`config.mk`:
```
export PLATFORM = sky130hd
export DESIGN_NAME = spi_regbank_bridge
export DESIGN_NICKNAME = d
export VERILOG_FILES = /design/src/rtl/spi_rb_pkg.sv /design/src/rtl/spi_rb_sync.sv /design/src/rtl/spi_rb_regs.sv /design/src/rtl/spi_rb_engine.sv /design/src/rtl/spi_regbank_bridge.sv
export SDC_FILE = /design/constraint.sdc
export NUM_CORES = 2
export LEC_CHECK = 0
export BUFFER_PORTS_ARGS = -buffer_cell sky130_fd_sc_hd__buf_2
export CAP_MARGIN = 25
export CORE_UTILIZATION = 37
export DETAILED_ROUTE_END_ITERATION = 12
export PLACE_DENSITY = 0.61
export RECOVER_POWER = 25
export SYNTH_ARGS = -nofsm -noshare
export SYNTH_HDL_FRONTEND = slang
export SYNTH_HIERARCHICAL = 1
export SYNTH_SLANG_ARGS = --single-unit
```
`constraint.sdc`:
```
create_clock -name clk -period 5 [get_ports clk]
set_input_delay 0.25 -clock clk [delete_from_list [all_inputs] [get_ports clk]]
set_output_delay 0.25 -clock clk [all_outputs]
set_load 0.02 [all_outputs]
```
`src/rtl/spi_rb_pkg.sv`:
```
package spi_rb_pkg;
    localparam int WORD_W   = 32;
    localparam int ADDR_W   = 8;
    localparam int BYTE_W   = 8;
    localparam int IDX_W    = ADDR_W - 2;
    localparam int CNT_W    = $clog2(WORD_W);
    localparam int NUM_REGS = 1 << IDX_W;

    localparam logic [BYTE_W-1:0] OP_WRITE = 8'd0;
    localparam logic [BYTE_W-1:0] OP_READ  = 8'd1;

    typedef enum logic [2:0] {
        ST_IDLE,
        ST_OPCODE,
        ST_ADDR,
        ST_WDATA,
        ST_RDATA,
        ST_HOLD
    } eng_st_e;

    typedef struct packed {
        eng_st_e           st;
        logic [CNT_W-1:0]  cnt;
        logic [ADDR_W-1:0] addr;
        logic              is_rd;
        logic              sclk_p;
        logic              cs_p;
        logic [WORD_W-1:0] rx_sh;
        logic [WORD_W-1:0] tx_sh;
    } eng_t;
endpackage

```
`src/rtl/spi_rb_sync.sv`:
```
module spi_rb_sync #(
    parameter int                 WIDTH   = 3,
    parameter int                 STAGES  = 2,
    parameter logic [WIDTH-1:0]   RST_VAL = '0
) (
    input  logic             clk,
    input  logic             rst_n,
    input  logic [WIDTH-1:0] din_i,
    output logic [WIDTH-1:0] dout_o
);
    logic [WIDTH-1:0] stage_q [STAGES];

    for (genvar s = 0; s < STAGES; s++) begin : g_stage
        if (s == 0) begin : g_first
            always_ff @(posedge clk or negedge rst_n) begin
                if (!rst_n) stage_q[s] <= RST_VAL;
                else        stage_q[s] <= din_i;
            end
        end else begin : g_next
            always_ff @(posedge clk or negedge rst_n) begin
                if (!rst_n) stage_q[s] <= RST_VAL;
                else        stage_q[s] <= stage_q[s-1];
            end
        end
    end

    assign dout_o = stage_q[STAGES-1];
endmodule

```
`src/rtl/spi_rb_regs.sv`:
```
module spi_rb_regs
    import spi_rb_pkg::*;
(
    input  logic              clk,
    input  logic              rst_n,
    input  logic              wr_en_i,
    input  logic [IDX_W-1:0]  wr_idx_i,
    input  logic [WORD_W-1:0] wr_data_i,
    input  logic [IDX_W-1:0]  rd_idx_i,
    output logic [WORD_W-1:0] rd_data_o
);
    logic [WORD_W-1:0] mem_q [NUM_REGS];

    always_ff @(posedge clk or negedge rst_n) begin
        if (!rst_n) begin
            for (int i = 0; i < NUM_REGS; i++) mem_q[i] <= '0;
        end else if (wr_en_i) begin
            mem_q[wr_idx_i] <= wr_data_i;
        end
    end

    assign rd_data_o = mem_q[rd_idx_i];
endmodule

```
`src/rtl/spi_rb_engine.sv`:
```
module spi_rb_engine
    import spi_rb_pkg::*;
(
    input  logic              clk,
    input  logic              rst_n,
    input  logic              cs_s_i,
    input  logic              sclk_s_i,
    input  logic              mosi_s_i,
    input  logic [WORD_W-1:0] rd_data_i,
    output logic [IDX_W-1:0]  rd_idx_o,
    output logic              wr_en_o,
    output logic [ADDR_W-1:0] wr_addr_o,
    output logic [WORD_W-1:0] wr_data_o,
    output logic              sclk_rise_o,
    output eng_st_e           st_o,
    output logic              miso_o
);
    localparam logic [CNT_W-1:0] LAST_BYTE_BIT = CNT_W'(BYTE_W - 1);
    localparam logic [CNT_W-1:0] LAST_WORD_BIT = CNT_W'(WORD_W - 1);
    localparam logic [ADDR_W-1:0] ADDR_STEP    = ADDR_W'(WORD_W / 8);

    eng_t              eng_d, eng_q;
    logic              rise;
    logic              cs_fall;
    logic [WORD_W-1:0] rx_next;
    logic [BYTE_W-1:0] byte_next;

    always_comb begin
        rise      = sclk_s_i & ~eng_q.sclk_p;
        cs_fall   = ~cs_s_i & eng_q.cs_p;
        rx_next   = {mosi_s_i, eng_q.rx_sh[WORD_W-1:1]};
        byte_next = rx_next[WORD_W-1 -: BYTE_W];

        eng_d        = eng_q;
        eng_d.sclk_p = sclk_s_i;
        eng_d.cs_p   = cs_s_i;
        wr_en_o      = 1'b0;
        rd_idx_o     = eng_q.addr[ADDR_W-1:2];

        if (cs_s_i) begin
            eng_d.st  = ST_IDLE;
            eng_d.cnt = '0;
        end else begin
            unique case (eng_q.st)
                ST_IDLE: begin
                    if (cs_fall) begin
                        eng_d.st  = ST_OPCODE;
                        eng_d.cnt = '0;
                    end
                end
                ST_OPCODE: begin
                    if (rise) begin
                        eng_d.rx_sh = rx_next;
                        eng_d.cnt   = eng_q.cnt + 1'b1;
                        if (eng_q.cnt == LAST_BYTE_BIT) begin
                            eng_d.cnt = '0;
                            if (byte_next == OP_WRITE) begin
                                eng_d.st    = ST_ADDR;
                                eng_d.is_rd = 1'b0;
                            end else if (byte_next == OP_READ) begin
                                eng_d.st    = ST_ADDR;
                                eng_d.is_rd = 1'b1;
                            end else begin
                                eng_d.st = ST_HOLD;
                            end
                        end
                    end
                end
                ST_ADDR: begin
                    if (rise) begin
                        eng_d.rx_sh = rx_next;
                        eng_d.cnt   = eng_q.cnt + 1'b1;
                        if (eng_q.cnt == LAST_BYTE_BIT) begin
                            eng_d.cnt  = '0;
                            eng_d.addr = byte_next;
                            if (eng_q.is_rd) begin
                                rd_idx_o    = byte_next[ADDR_W-1:2];
                                eng_d.tx_sh = rd_data_i;
                                eng_d.st    = ST_RDATA;
                            end else begin
                                eng_d.st = ST_WDATA;
                            end
                        end
                    end
                end
                ST_WDATA: begin
                    if (rise) begin
                        eng_d.rx_sh = rx_next;
                        eng_d.cnt   = eng_q.cnt + 1'b1;
                        if (eng_q.cnt == LAST_WORD_BIT) begin
                            wr_en_o    = 1'b1;
                            eng_d.addr = eng_q.addr + ADDR_STEP;
                        end
                    end
                end
                ST_RDATA: begin
                    if (rise) begin
                        eng_d.tx_sh = eng_q.tx_sh >> 1;
                        eng_d.cnt   = eng_q.cnt + 1'b1;
                        if (eng_q.cnt == LAST_WORD_BIT) begin
                            eng_d.addr  = eng_q.addr + ADDR_STEP;
                            rd_idx_o    = eng_q.addr[ADDR_W-1:2] + 1'b1;
                            eng_d.tx_sh = rd_data_i;
                        end
                    end
                end
                ST_HOLD: begin
                    eng_d.st = ST_HOLD;
                end
                default: begin
                    eng_d.st = ST_IDLE;
                end
            endcase
        end
    end

    always_ff @(posedge clk or negedge rst_n) begin
        if (!rst_n) begin
            eng_q        <= '0;
            eng_q.st     <= ST_IDLE;
            eng_q.sclk_p <= 1'b1;
            eng_q.cs_p   <= 1'b1;
        end else begin
            eng_q <= eng_d;
        end
    end

    assign wr_addr_o   = eng_q.addr;
    assign wr_data_o   = rx_next;
    assign sclk_rise_o = rise;
    assign st_o        = eng_q.st;
    assign miso_o      = (eng_q.st == ST_RDATA) & eng_q.tx_sh[0];
endmodule

```
`src/rtl/spi_regbank_bridge.sv`:
```
module spi_regbank_bridge
    import spi_rb_pkg::*;
#(
    parameter int SYNC_STAGES = 2
) (
    input  logic clk,
    input  logic rst_n,
    input  logic sclk_i,
    input  logic mosi_i,
    input  logic csn_i,
    output logic miso_o
);
    localparam int PIN_N = 3;
    localparam logic [PIN_N-1:0] PIN_RST = 3'b110;

    logic [PIN_N-1:0]  pins_s;
    logic              cs_s;
    logic              sclk_s;
    logic              mosi_s;
    logic [IDX_W-1:0]  rd_idx;
    logic [WORD_W-1:0] rd_data;
    logic              wr_en;
    logic [ADDR_W-1:0] wr_addr;
    logic [WORD_W-1:0] wr_data;
    logic              sclk_rise;
    eng_st_e           eng_st;

    spi_rb_sync #(
        .WIDTH   (PIN_N),
        .STAGES  (SYNC_STAGES),
        .RST_VAL (PIN_RST)
    ) sync_i (
        .clk    (clk),
        .rst_n  (rst_n),
        .din_i  ({csn_i, sclk_i, mosi_i}),
        .dout_o (pins_s)
    );

    assign cs_s   = pins_s[2];
    assign sclk_s = pins_s[1];
    assign mosi_s = pins_s[0];

    spi_rb_engine eng_i (
        .clk         (clk),
        .rst_n       (rst_n),
        .cs_s_i      (cs_s),
        .sclk_s_i    (sclk_s),
        .mosi_s_i    (mosi_s),
        .rd_data_i   (rd_data),
        .rd_idx_o    (rd_idx),
        .wr_en_o     (wr_en),
        .wr_addr_o   (wr_addr),
        .wr_data_o   (wr_data),
        .sclk_rise_o (sclk_rise),
        .st_o        (eng_st),
        .miso_o      (miso_o)
    );

    spi_rb_regs regs_i (
        .clk       (clk),
        .rst_n     (rst_n),
        .wr_en_i   (wr_en),
        .wr_idx_i  (wr_addr[ADDR_W-1:2]),
        .wr_data_i (wr_data),
        .rd_idx_i  (rd_idx),
        .rd_data_o (rd_data)
    );
endmodule

```
# After elaboration in Yosys (flattened, before gate mapping)
# Index checks and enable logic that the tools add are counted.
# op_classes
addsub	3
n_lt_le_gt_ge	3
eq_ne	22
mux	41
bitwise_logic	7
reduce_logical	16
# ops
op	n
$bwmux W2048	1
$mux W32	8
$bmux W32 S6	1
$demux W32 S6	1
$pmux W32 S2	2
$mux W64	1
$mux W8	5
$mux W6	6
$mux W16	2
$pmux W5 S4	1
$reduce_and A6 Y1	3
$ne A2 B1 Y1 const B	8
$pmux W8 S2	1
$ne A3 B2 Y1 const B	5
$pmux W3 S5	1
$ge A7 B7 Y1 const B	2
$not A6 Y7	2
$mux W13	1
$pmux W6 S2	1
$reduce_and A5 Y1	2
$mux W3	3
$add A8 B3 Y8 const B	1
$eq A8 B1 Y1 const B	1
$logic_not A8 Y1	1
other kinds (18)	32
# totals
reg_bits	2137
inputBits	5
output_inout_bits	1
elab_cells	166

# Longest topological paths before layout
# depth
word_depth	13
depth_mapped	20
ltp_nobuf	14

# Hierarchy
# Netlist, hierarchy kept.
# by_module_without_submodules
mod	n_inst	cells_per_inst	area_per_inst_um2	seq_area_each_um2
spi_rb_regs	1	5788	92511.2	51249.2
spi_rb_engine	1	419	4418.0	2054.5
spi_rb_sync	1	9	177.7	155.1

# Least setup slack after synthesis
# Ideal clock, no wire load.
# synth_path
path_type	flip-flop to flip-flop
start	register sync_i.stage_q, in the netlist sync_i/dout_o[1]
end	register eng_i/eng_q[0] (netlist bit)
setup_time_ns	0.126
arrival_time_ns	3.621
t_required_ns	4.874
slack_ns	1.253
path_stages_with_launch	16
path_buffers	5
period_less_slack_ns	3.747
path_cell_list	dfstp_2 > buf_4 > nor2b_1 > buf_2 > nand3_1 > mux2i_1 > o211ai_1 > buf_2 > clkbuf_1 > clkbuf_1 > mux4_2 > mux4_2 > o22ai_1 > nor2_1 > mux2i_1 > a21oi_1
# synth_via
elab_chain_len	12
elab_cells_between_ends	18
classes_between	eq/ne (2); mux (13); bitwise (2); reduce/logical (1)
# synth_lines
item	line	source
from (decl)	spi_rb_sync.sv:11	logic [WIDTH-1:0] stage_q [STAGES];
from (signal, indexed assignment)	spi_rb_sync.sv:22	else stage_q[s] <= stage_q[s-1];
$and A1 B1 Y1 *	spi_rb_engine.sv:29	rise = sclk_s_i & ~eng_q.sclk_p;
via sclk_rise	spi_regbank_bridge.sv:25	logic sclk_rise;
$mux W6, on equally long branches	spi_rb_engine.sv:97, spi_rb_engine.sv:70	
$pmux W6 S2 *	spi_rb_engine.sv:44	unique case (eng_q.st)
$mux W6 *	spi_rb_engine.sv:40	if (cs_s_i) begin
via rd_idx[1]	spi_regbank_bridge.sv:20	logic [IDX_W-1:0] rd_idx;
$not A6 Y7 (not written as such) *	spi_rb_regs.sv:22	assign rd_data_o = mem_q[rd_idx_i];
$bmux W32 S6 *	spi_rb_regs.sv:22	
$mux W32 (not written as such) * (2 in a row)	spi_rb_regs.sv:22	
via rd_data[0]	spi_regbank_bridge.sv:21	logic [WORD_W-1:0] rd_data;
$mux W32	spi_rb_engine.sv:76	if (eng_q.is_rd) begin
$mux W32	spi_rb_engine.sv:73	if (eng_q.cnt == LAST_BYTE_BIT) begin
$mux W64	spi_rb_engine.sv:70	if (rise) begin
$pmux W32 S2 *	spi_rb_engine.sv:44	
to (signal assigned)	spi_rb_engine.sv:124	eng_q <= eng_d;
to (decl)	spi_rb_engine.sv:22	eng_t eng_d, eng_q;
# The timed path passes the listed nets; every way through them passes the cells marked *. The select of a mux whose other input is x is not followed.
# A chain may end at the register's enable or synchronous reset.

# Final worst setup path
# layout_path
start	register eng_i.eng_q, in the netlist eng_i/st_o[2]
end	register eng_i/eng_q[15] (netlist bit)
# layout_via
elab_chain_len	11
elab_cells_between_ends	20
classes_between	eq/ne (6); mux (11); bitwise (1); reduce/logical (2)
# layout_lines
item	line
$eq A3 B3 Y1 / $eq A3 B2 Y1 (equally long branches)	spi_rb_engine.sv:44
$pmux W6 S2 *	spi_rb_engine.sv:44
$mux W6 *	spi_rb_engine.sv:40
via rd_idx[0]	spi_regbank_bridge.sv:20
$not A6 Y7 (not written as such) *	spi_rb_regs.sv:22
$bmux W32 S6 *	spi_rb_regs.sv:22
$mux W32 (not written as such) * (2 in a row)	spi_rb_regs.sv:22
via rd_data[15]	spi_regbank_bridge.sv:21
$mux W32	spi_rb_engine.sv:76
$mux W32	spi_rb_engine.sv:73
$mux W64	spi_rb_engine.sv:70
$pmux W32 S2 *	spi_rb_engine.sv:44
# Marked as above.

==> summary.txt <==
Outcome
  • Status: finished with violations
  • Failing checks: capacitance limit, slew limit

Drt
  • Post-DR vias/cell: 5.65
  • Initial drt markers: roughly 4500
  • Vias post-DR: approximately 55000
  • DRT Wirelength: between 200 and 300 mm
  • DRT Pass-1 Iters: 6
  • Routed len/inst: roughly 28 µm
  • DR DRC count: 0
  • Routed Antenna Nets: 0

Global route
  • Largest net degree at the start of global routing: between 150 and 200
  • Total gr overflow: 0
  • First-pass GRT wire length: 409 mm
  • GRT Total Usage: 20.8%
  • Vias in the first global route: ~59000
  • Initial antenna violation count: 13

Synth
  • Syn Area/Cell: between 15 and 20 µm²
  • Cells after Synth: a little over 6000
  • Yosys warning count: 6
  • Post-Syn Nets: a little over 6000
  • Post-Synthesis Cell Area: approximately 97000 µm²

Critical path
  • WS Path Type: flop to flop
  • Worst Reg2Reg Path Length in Cells: 16
  • CP Data Arrival Time: roughly 5.5 ns
  • Worst-path maximum fanout: 22
  • Cells along the critical path: or3b_1, or2_1, a21oi_1, o21ai_1, o221ai_4, buf_12, buf_12, buf_12, buf_4, mux4_2, o22ai_1, nor2_1, a21oi_2, nor2_1, mux2i_1, a21oi_1
  • CP endpoint kind: flop
  • CP max-delay cell: dfrtp_1
  • CP Launch Type: flop
  • Top cell by count, worst path: buf_12
  • CP peak stage delay: between 0.6 and 0.7 ns
  • CP required: 5.73 ns

CTS
  • Clk sinks: 2134
  • CTS tree: yes
  • Clk_lat worst skew: 0.87 ns
  • H-Tree Depth: 4
  • Reg clk slew, reported paths: 0.06 ns
  • CTS Root Cell: clkbuf_16
  • CTS Buf Count: 219
  • Clock buffer depth: 4

Pwr
  • Combinational share of power: under 10%
  • Switching share of power: between 20% and 30%
  • Clock network fraction of design power: 48.8%
  • Seq pwr share: 49.4%
  • Worst IR Drop VDD: approximately 280 µV
  • Cell area power density: between 300 and 400 nW/µm²
  • Leakage power: between 50 and 60 nW
  • Switch Pwr: roughly 7.5 mW
  • Cell Int Power: about 27 mW

Timing
  • RSZ-0062 raised after global routing: no
  • Slew @ Worst Pin: roughly 3.3 ns
  • Tmin final: about 4.8 ns
  • Final period utilization: between 90 and 100%
  • Final Hold Viols: 0
  • F_max: roughly 210 MHz
  • Final setup TNS: 0 ns
  • Pins Over Slew Limit: 309
  • Final setup viols: 0
  • Worst Setup Slack, final: between 0.2 and 0.25 ns
  • Slew headroom: -122%
  • Setup Skew: roughly 0.054 ns

Hold path
  • Hold Crit Class: flop to flop
  • Worst hold stages: 0

Die
  • Initial core utilization: approximately 37%
  • Die X: between 500 and 600 µm
  • Ports: 6
  • Core ar.: 260000 µm²
  • Die height: just over 500 µm
  • Row count: 187
  • Die ar.: between 200000 and 300000 µm²

Flow run
  • Max-cap violation count: 4

Cells and area
  • Ratio of cells with drive above 1 in the final layout: around a third
  • Final #Nets: 6085
  • Total of fill cells in the finished design: approximately 23000
  • Synthesis-to-layout area growth: 12.6%

Placement
  • Placer Congestion: ~0.85
  • Pre-CTS setup slack: approximately 0.047 ns
  • Dpl hpwl: roughly 160 mm
  • PortBufs: 5
area by class of cell:
class / count / area (µm²) / area share [%]
well taps: 3496 / 4370 / 4.01
clock buffers: 319 / 6390 / 5.85
repair buffers: 303 / 2900 / 2.65
multi-input cells: 3412 / 41000 / 37.5
clock inverters: 76 / 1080 / 0.986
diodes: 3 / 7.51 / 0.00687
flip-flops and latches: 2134 / 53500 / 48.9
inverters: 6 / 25.0 / 0.0229
critical path: cells and delay by family, from the launching register on:
family	cells	cell delay, ns
mux	2	0.68
flops	1	0.62
buf+inv	4	0.98
compound gates	6	1.23
simple gates	4	1.07
state kept, by name, indices dropped and copies added (netlist names):
register	cells
regs_i/mem_q	2048
eng_i/eng_q	40
eng_i/wr_data_o	31
eng_i/wr_addr_o	6
eng_i/st_o	3
sync_i/dout_o	3
sync_i/stage_q	3
metal layers:
layer	routed length, µm	GRT usage, %	vias to the layer above
li1	-	-	22700
met1	121000	29.1	30400
met2	128000	33.3	1439
met3	14200	2.93	463
met4	9340	6.56	2
met5	10	0	-
placed cells by master, fill, tap and decap left out, types with 5 or more instances in the layout:
cell type      instances
clkinv_2              43
buf_4                217
or3_1                  5
mux2_2               706
nor2b_1               17
o21ai_1               22
dfrtp_1             2096
bufinv_16             25
o22ai_1              101
o221ai_1              22
a221oi_1               7
mux4_2               538
nand3b_1              10
clkbuf_8              49
nor2_4                51
mux2i_1              123
o21ai_0               10
clkbuf_2               7
and3_1                 7
nand3_1               19
a21oi_1               90
nand2_2               16
nand4_1                6
clkbuf_16            221
buf_12                54
clkbuf_1              60
nor2_1               106
nand2_1               59
nor3_1                18
mux2_1              1383
dlygate4sd3_1          7
dfrtp_2               30
and2_1                 6
nand2b_1              10
a31oi_1               12
worst paths after layout:
| path | to | start | slack (ns) |
|---|---|---|---|
| setup / recovery | eng_i/eng_q[15] | eng_i/st_o[2] | 0.22 |
| hold / removal | sync_i/dout_o[0] | sync_i/stage_q[3] | 0.35 |
| setup reg to reg | eng_i/eng_q[15] | eng_i/st_o[2] | 0.22 |
| hold reg to reg | sync_i/dout_o[0] | sync_i/stage_q[3] | 0.35 |
| max in group asynchronous | regs_i/mem_q[1443] | rst_n | 0.71 |
| min in group asynchronous | regs_i/mem_q[593] | rst_n | 1.04 |
what timing repair did:
item	4_1_cts	5_1_grt
endpoints found under the setup margin	0	19
buffers inserted	0	2
endpoints found under the hold margin	221	0
gates resized for setup	0	2
hold buffers	7	0
power groups by stage:
stage               combinational, mW  sequential, mW  clock, mW
finish                          0.641            17.3       17.1
global route                    0.728            17.3       18.1
CTS                             0.673            17.3       17.4
detailed placement              0.667            17.6          0
global placement                0.650            17.6          0
floorplan                       0.151            17.6          0
stage by stage:
step	utilization [%]	power, mW	cell area, µm²	instances	hold WS (ns)
4_1_cts	42.0	35.4	109000	9744	0.0320
3_3_place_gp	39.1	18.3	102000	9340	0.326
6_report	42.0	35.0	109000	9749	0.347
5_1_grt	42.0	36.1	109000	9747	0.366
3_5_place_dp	39.1	18.3	102000	9342	0.328
2_1_floorplan	-	17.8	97000	6206	-0.0456
Power figures use the tool's default switching activity.
